==> config.mk <==
export PLATFORM = sky130hd
export DESIGN_NAME = rst_combiner
export DESIGN_NICKNAME = d
export VERILOG_FILES = /design/src/rtl/rstc_pkg.sv /design/src/rtl/rstc_sync.sv /design/src/rtl/rstc_wdt_stretch.sv /design/src/rtl/rstc_latch.sv /design/src/rtl/rst_combiner.sv
export SDC_FILE = /design/constraint.sdc
export NUM_CORES = 1
export LEC_CHECK = 0
export ABC_AREA = 1
export BUFFER_PORTS_ARGS = -buffer_cell sky130_fd_sc_hd__buf_4
export CAP_MARGIN = 40
export CORE_AREA = 2 2 39 41
export CTS_CLUSTER_DIAMETER = 60
export DETAILED_ROUTE_END_ITERATION = 7
export DIE_AREA = 0 0 41 43
export PLACE_DENSITY = 0.59
export SETUP_SLACK_MARGIN = 0.3
export SYNTH_ARGS = -nofsm -noshare
export SYNTH_HDL_FRONTEND = slang
export SYNTH_HIERARCHICAL = 1
export SYNTH_SLANG_ARGS = --single-unit
==> constraint.sdc <==
create_clock -name clk -period 2.81 [get_ports clk]
set_input_delay 0.4215 -clock clk [delete_from_list [all_inputs] [get_ports clk]]
set_output_delay 0.4215 -clock clk [all_outputs]
set_load 0.02 [all_outputs]
==> src/rtl/rstc_pkg.sv <==
package rstc_pkg;

  // Reset cause, encoded so that a larger value has higher priority.
  typedef enum logic [1:0] {
    CZ_NONE = 2'd0,
    CZ_POR  = 2'd1,
    CZ_WDT  = 2'd2,
    CZ_EXT  = 2'd3
  } cause_e;

  function automatic cause_e cause_max(input cause_e a, input cause_e b);
    return (a > b) ? a : b;
  endfunction

endpackage

==> src/rtl/rstc_sync.sv <==
// Flop chain for the raw reset request. The chain has no reset, so it keeps
// tracking the pin while the power-on delay holds the rest of the block.
module rstc_sync #(
  parameter int STAGES = 2
) (
  input  logic clk,
  input  logic d,
  output logic q
);
  logic [STAGES-1:0] sh;

  generate
    if (STAGES == 1) begin : g_one
      always_ff @(posedge clk) sh <= d;
    end else begin : g_many
      always_ff @(posedge clk) sh <= {sh[STAGES-2:0], d};
    end
  endgenerate

  assign q = sh[STAGES-1];
endmodule

==> src/rtl/rstc_wdt_stretch.sv <==
// Keeps the watchdog request active for the pulse cycle plus STRETCH cycles.
module rstc_wdt_stretch #(
  parameter int STRETCH = 4
) (
  input  logic clk,
  input  logic arst,
  input  logic pulse,
  output logic active
);
  localparam int CW = $clog2(STRETCH + 1);
  localparam logic [CW-1:0] LOAD = CW'(STRETCH);

  logic [CW-1:0] cnt;

  always_ff @(posedge clk or posedge arst) begin
    if (arst)               cnt <= '0;
    else if (pulse)         cnt <= LOAD;
    else if (cnt != '0)     cnt <= cnt - 1'b1;
  end

  assign active = pulse | (cnt != '0);
endmodule

==> src/rtl/rstc_latch.sv <==
// Set-dominant reset register, cause tracking and mode strap capture.
module rstc_latch
  import rstc_pkg::*;
#(
  parameter int                MODE_W       = 2,
  parameter logic [MODE_W-1:0] MODE_DEFAULT = '0
) (
  input  logic              clk,
  input  logic              arst,
  input  logic              ext_act,
  input  logic              wdt_act,
  input  logic              por_act,
  input  logic [MODE_W-1:0] mode_pins,
  output logic              rst_q,
  output logic [MODE_W-1:0] mode_q,
  output logic              cap_stb
);
  cause_e cur, cause_q;
  logic   any_src, release_now;

  always_comb begin
    if (ext_act)      cur = CZ_EXT;
    else if (wdt_act) cur = CZ_WDT;
    else if (por_act) cur = CZ_POR;
    else              cur = CZ_NONE;
    any_src     = (cur != CZ_NONE);
    release_now = rst_q && !any_src;
    cap_stb     = release_now && ((cause_q == CZ_EXT) || (cause_q == CZ_WDT));
  end

  always_ff @(posedge clk or posedge arst) begin
    if (arst) begin
      rst_q   <= 1'b1;
      cause_q <= CZ_NONE;
      mode_q  <= MODE_DEFAULT;
    end else begin
      rst_q <= any_src;
      if (any_src) cause_q <= cause_max(rst_q ? cause_q : CZ_NONE, cur);
      else         cause_q <= CZ_NONE;
      if (cap_stb) mode_q <= mode_pins;
    end
  end
endmodule

==> src/rtl/rst_combiner.sv <==
module rst_combiner #(
  parameter int                MODE_W       = 2,
  parameter logic [MODE_W-1:0] MODE_DEFAULT = '0,
  parameter int                SYNC_STAGES  = 2,
  parameter int                WDT_STRETCH  = 4
) (
  input  logic              clk,
  input  logic              pin_rst_n,
  input  logic              por_busy,
  input  logic              wdt_pulse,
  input  logic [MODE_W-1:0] mode_pins,
  output logic              rst_out,
  output logic [MODE_W-1:0] mode_q
);
  logic ext_act, wdt_act, cap_stb;

  rstc_sync #(.STAGES(SYNC_STAGES)) u_sync (
    .clk (clk),
    .d   (~pin_rst_n),
    .q   (ext_act)
  );

  rstc_wdt_stretch #(.STRETCH(WDT_STRETCH)) u_wdt (
    .clk    (clk),
    .arst   (por_busy),
    .pulse  (wdt_pulse),
    .active (wdt_act)
  );

  rstc_latch #(.MODE_W(MODE_W), .MODE_DEFAULT(MODE_DEFAULT)) u_latch (
    .clk       (clk),
    .arst      (por_busy),
    .ext_act   (ext_act),
    .wdt_act   (wdt_act),
    .por_act   (por_busy),
    .mode_pins (mode_pins),
    .rst_q     (rst_out),
    .mode_q    (mode_q),
    .cap_stb   (cap_stb)
  );
endmodule

Yosys cells after proc, flatten, opt, wreduce, memory -nomap -nowiden
Cells that the tools add are included.
Storage, ports and cells
  bits in registers: 10
  logic and storage cells: 26
Operators by class
  reduce and logical (&&, ||, !) cells: 7
  add/subtract/negate cells: 1
  muxes and demuxes: 8
  equality and inequality tests: 2
  $lt $le $gt $ge: 1
  bitwise operators: 2
Operators with widths (number)
  2-to-1 mux 2 bit: 5
  2-to-1 mux 3 bit: 2
  equality test 2 bit, second input constant: 2
  nonzero test 2 bit: 2
  nonzero test 3 bit: 1
  subtractor 3 x 1 -> 3 bit, second input constant: 1
  > comparator 2 bit: 1
  logical AND 1 bit: 2
  zero test 1 bit: 1
  logical OR 1 bit: 1
  2-to-1 mux 1 bit: 1
  NOT 1 bit: 1
  OR 1 bit: 1

Logic depth before layout (Yosys ltp)
  depth in word-level cells: 8
  mapped depth: 10

Modules after synthesis
The synthesis kept the hierarchy.
Modules (own cells, without submodules)
  rstc_latch: cells an instance 23, area each 193.9 um^2, instances 1, seq. area each 101.3 um^2
  rstc_wdt_stretch: cells an instance 24, area each 182.7 um^2, instances 1, seq. area each 75.1 um^2
  rstc_sync: cells an instance 2, area each 40.0 um^2, instances 1, seq. area each 40.0 um^2
  rst_combiner: cells an instance 1, area each 3.8 um^2, instances 1, seq. area each 0.0 um^2

Worst setup path before layout
No wires, ideal clock.
  path type: reg-to-reg
  from: register u_wdt.cnt[0]
  to: register u_latch.mode_q[0]
  cell stages (with the launch flop): 10
  data arrival time: 1137 ps
  library setup time: 116 ps
  period minus slack after synthesis: 1253 ps
  required time: 2694 ps
  slack: 1557 ps
  path through: dfrtp_1 > inv_1 > ha_1 > nand3_1 > inv_2 > nand2_2 > nor2_4 > nand2_2 > nand2_1 > nand2_1
On the way
  word-level cells in the longest chain between the ends: 8
Ends and longest elaborated chain
  start, declared: RTL line rstc_wdt_stretch.sv:13  | logic [CW-1:0] cnt;
  start signal, assigned: RTL line rstc_wdt_stretch.sv:18  | else if (cnt != '0) cnt <= cnt - 1'b1;
  nonzero test 3 bit: RTL line rstc_wdt_stretch.sv:21  | assign active = pulse | (cnt != '0);
  OR 1 bit: RTL line rstc_wdt_stretch.sv:21
  named net wdt_act: RTL line rst_combiner.sv:15  | logic ext_act, wdt_act, cap_stb;
  2-to-1 mux 2 bit: RTL line rstc_latch.sv:23  | else if (wdt_act) cur = CZ_WDT;
  2-to-1 mux 2 bit: RTL line rstc_latch.sv:22  | if (ext_act) cur = CZ_EXT;
  nonzero test 2 bit: RTL line rstc_latch.sv:26  | any_src = (cur != CZ_NONE);
  zero test 1 bit: RTL line rstc_latch.sv:27  | release_now = rst_q && !any_src;
  logical AND 1 bit: RTL line rstc_latch.sv:27
  logical AND 1 bit: RTL line rstc_latch.sv:28  | cap_stb = release_now && ((cause_q == CZ_EXT) || (cause_q == CZ_WDT));
  end signal, assigned: RTL line rstc_latch.sv:40  | if (cap_stb) mode_q <= mode_pins;
  end, declared: RTL line rstc_latch.sv:15  | output logic [MODE_W-1:0] mode_q,
The timed path passes the listed nets, and every way through them passes these cells.
A chain may end at the register's enable or synchronous reset.

Worst setup path after layout
Ends and elaborated chain as after synthesis.

==> flow_summary_export.csv <==
group,metric,value,unit
timing,setup_viol,0,
floorplanning,rows,14,
clock_network,clk_latency,250,ps
clock_network,cts_buffers,3,
timing,finalHoldViolCount,0,
global_route,met2_usage,10.6,%
place,port_buffers,8,
timing,tns,0,ps
global_route,grt_max_degree,6,
timing,fin_crit,1360,ps
pwr,switching_share,34.3,%
detailed_routing,final_antenna_net_count,0,
place,place.gp.congestion,0.596,
timing,rsz0062_at_grt,"no",
clock_network,cts_setup_buffers,0,
pwr,clock_power_share,22.2,%
clock_network,clock-sinks,9,
min_path,hold_path_class,"input pin to asynchronous set/reset pin",
timing,maxSlewHeadroom,87.7,%
synth,syn_area_per_cell,8.41,um2
clock_network,clk_transition_reported_paths,60,ps
floorplanning,die_area,1760,um2
final_layout,design_area,527,um2
floorplanning,io_pins,9,
critical_path,cp.buffers_inverters,2,
synth,ys_types,12,
pwr,p_leak,0.000302,uW
global_route,antenna_found_initial,0,
critical_path,cp.required,2960,ps
synth,ys_ff_latch,9,
pwr,p_switching,144,uW
detailed_routing,drc,0,
floorplanning,coreArea,1380,um2
pwr,irDropWorstVdd,0.240,mV
place,hpwl,496,um
critical_path,crit_path_end_kind,"flip-flop",
pwr,combPwrFrac,35.5,%
synth,synth_warnings,6,
clock_network,ctsResizeCount,0,
final_layout,areaGrowthSynthToFinish,25.3,%
synth,synthesis.area,420,um2
global_route,met3_usage,1.57,%
pwr,intPower,275,uW
global_route,track_usage,8.94,%
critical_path,cp-start-kind,"flip-flop",
detailed_routing,vias,314,
critical_path,crit_chain,"inv_1, ha_1, nand3_1, inv_2, nand2_2, nor2_4, nand2_2, nand2_1, nand2_1",
clock_network,clock-root-buffer,"clkbuf_4",
clock_network,clk_path_buf_depth,2,
floorplanning,die_y,43,um
critical_path,crit_type,"flip-flop to flip-flop",
detailed_routing,routedWlPerCell,7.50,um
timing,worst-slew-pin-transition,185,ps
global_route,grt_pass1_vias,284,
detailed_routing,vias_per_cell,4.03,
detailed_routing,firstDrtPassIters,4,
outcome,status,"finished, final reports clean",
critical_path,cp_top_family,"simple AND/OR/NAND/NOR gates",
pwr,seqPwrFrac,42.4,%
global_route,top_usage_layer,"met1",
clock_network,hold_buffers,0,
detailed_routing,first_iter_violations,4,
timing,max_freq,0.735,GHz
floorplanning,die_w,41,um
global_route,use_met1,12.0,%
timing,fin_crit_sh,48.4,%
global_route,grt_pass1_wl,1010,um
floorplanning,initial_utilization,30.4,%
synth,synth_cells,50,
synth,syn_nets,59,
final_layout,diodes,0,
detailed_routing,routed_wl,585,um
timing,skew,4.40,ps
run,max-cap-violations,0,
synth,ys_seq_area_share,51.5,%
clock_network,htreeDepth,1,
place,placed_area,500,um2
clock_network,cts_tree,"yes",
final_layout,nNetsFinal,72,
timing,final_max_slew_viol_count,0,
critical_path,worstPathMaxFanout,5,
critical_path,crit_arrival,1510,ps
final_layout,drive_gt1_share,32.3,%
pwr,power_density,795,nW/um2
critical_path,max_stage_delay,370,ps
global_route,overflow,0,
critical_path,crit_slowest_cell,"dfrtp_1",
==> area by class of cell <==
| cell class | count | area [um2] |
|---|---|---|
| fill | 154 | 857 |
| clock buffer | 4 | 26.3 |
| timing repair buffer | 8 | 60.1 |
| multi-input combinational | 27 | 151 |
| tap | 16 | 20.0 |
| sequential | 9 | 216 |
| inverter | 14 | 52.6 |
==> routing by layer <==
layer  vias up  part of all wire [%]
li1        170                     -
met1       138                    48
met2         6                    48
met3         0                   3.4
met4         0                     0
met5         -                     0
==> cell usage in the layout (no fill, tap or decap) <==
cell type and instances:
buf_4 8, nor2_4 1, clkbuf_1 1, inv_2 4
nand3_1 3, nor2_1 4, ha_1 3, inv_1 10
nand2_1 11, clkbuf_4 3, nand4_1 2, dfrtp_1 6
dfxtp_1 2, nand2_2 3, dfstp_2 1
==> kinds of logic after synthesis <==
group | Yosys count | synth area share, %
buffers and inverters | 14 | 12.5
and+or+nand+nor | 24 | 27.1
adders and majority gates | 3 | 8.93
DFF | 9 | 51.5
==> cell usage after synthesis (all sizes together) <==
master | n | area (um2)
nand2 | 14 | 60.1
ha | 3 | 37.5
nand3 | 3 | 15.0
nand4 | 2 | 12.5
dfstp | 1 | 26.3
nor2 | 5 | 26.3
inv | 14 | 52.6
dfrtp | 6 | 150
dfxtp | 2 | 40.0
==> sequential cells by signal (all words and copies together) (netlist names) <==
register         count
u_wdt/cnt            3
u_latch/mode_q       2
u_sync/sh            2
u_latch/cause_q      1
u_latch/rst_q        1
==> per-stage QoR <==
step	worst slack, ps	hold WS [ps]	total power, uW	util (%)	instances
floorplan	1560	175	284	-	50
detailed placement	1430	314	330	36.2	74
finish	1450	67.3	419	38.1	78
CTS	1430	59.7	427	38.1	78
global placement	1460	313	329	36.2	74
global route	1320	71.6	456	38.1	78
==> path summary, 6_finish.rpt <==
kind	startpoint	cells past startpoint	slack, ps	endpoint
setup / recovery	u_wdt/cnt[0]	9	1450	u_latch/mode_q[0]
hold / removal	por_busy	2	70	u_wdt/cnt[0]
setup reg to reg	u_wdt/cnt[0]	9	1450	u_latch/mode_q[0]
hold reg to reg	u_sync/sh[0]	0	320	u_sync/sh[1]
max in group asynchronous	por_busy	2	2500	u_latch/rst_q
min in group clk	pin_rst_n	2	320	u_sync/sh[0]
==> power groups by stage <==
stage	sequential, uW	clock [uW]	combinational [uW]
2_1_floorplan	193	0	91.2
3_3_place_gp	179	0	149
3_5_place_dp	180	0	150
4_1_cts	178	98.0	151
5_1_grt	182	105	169
6_report	178	92.9	149
(Power assumes the default switching activity.)
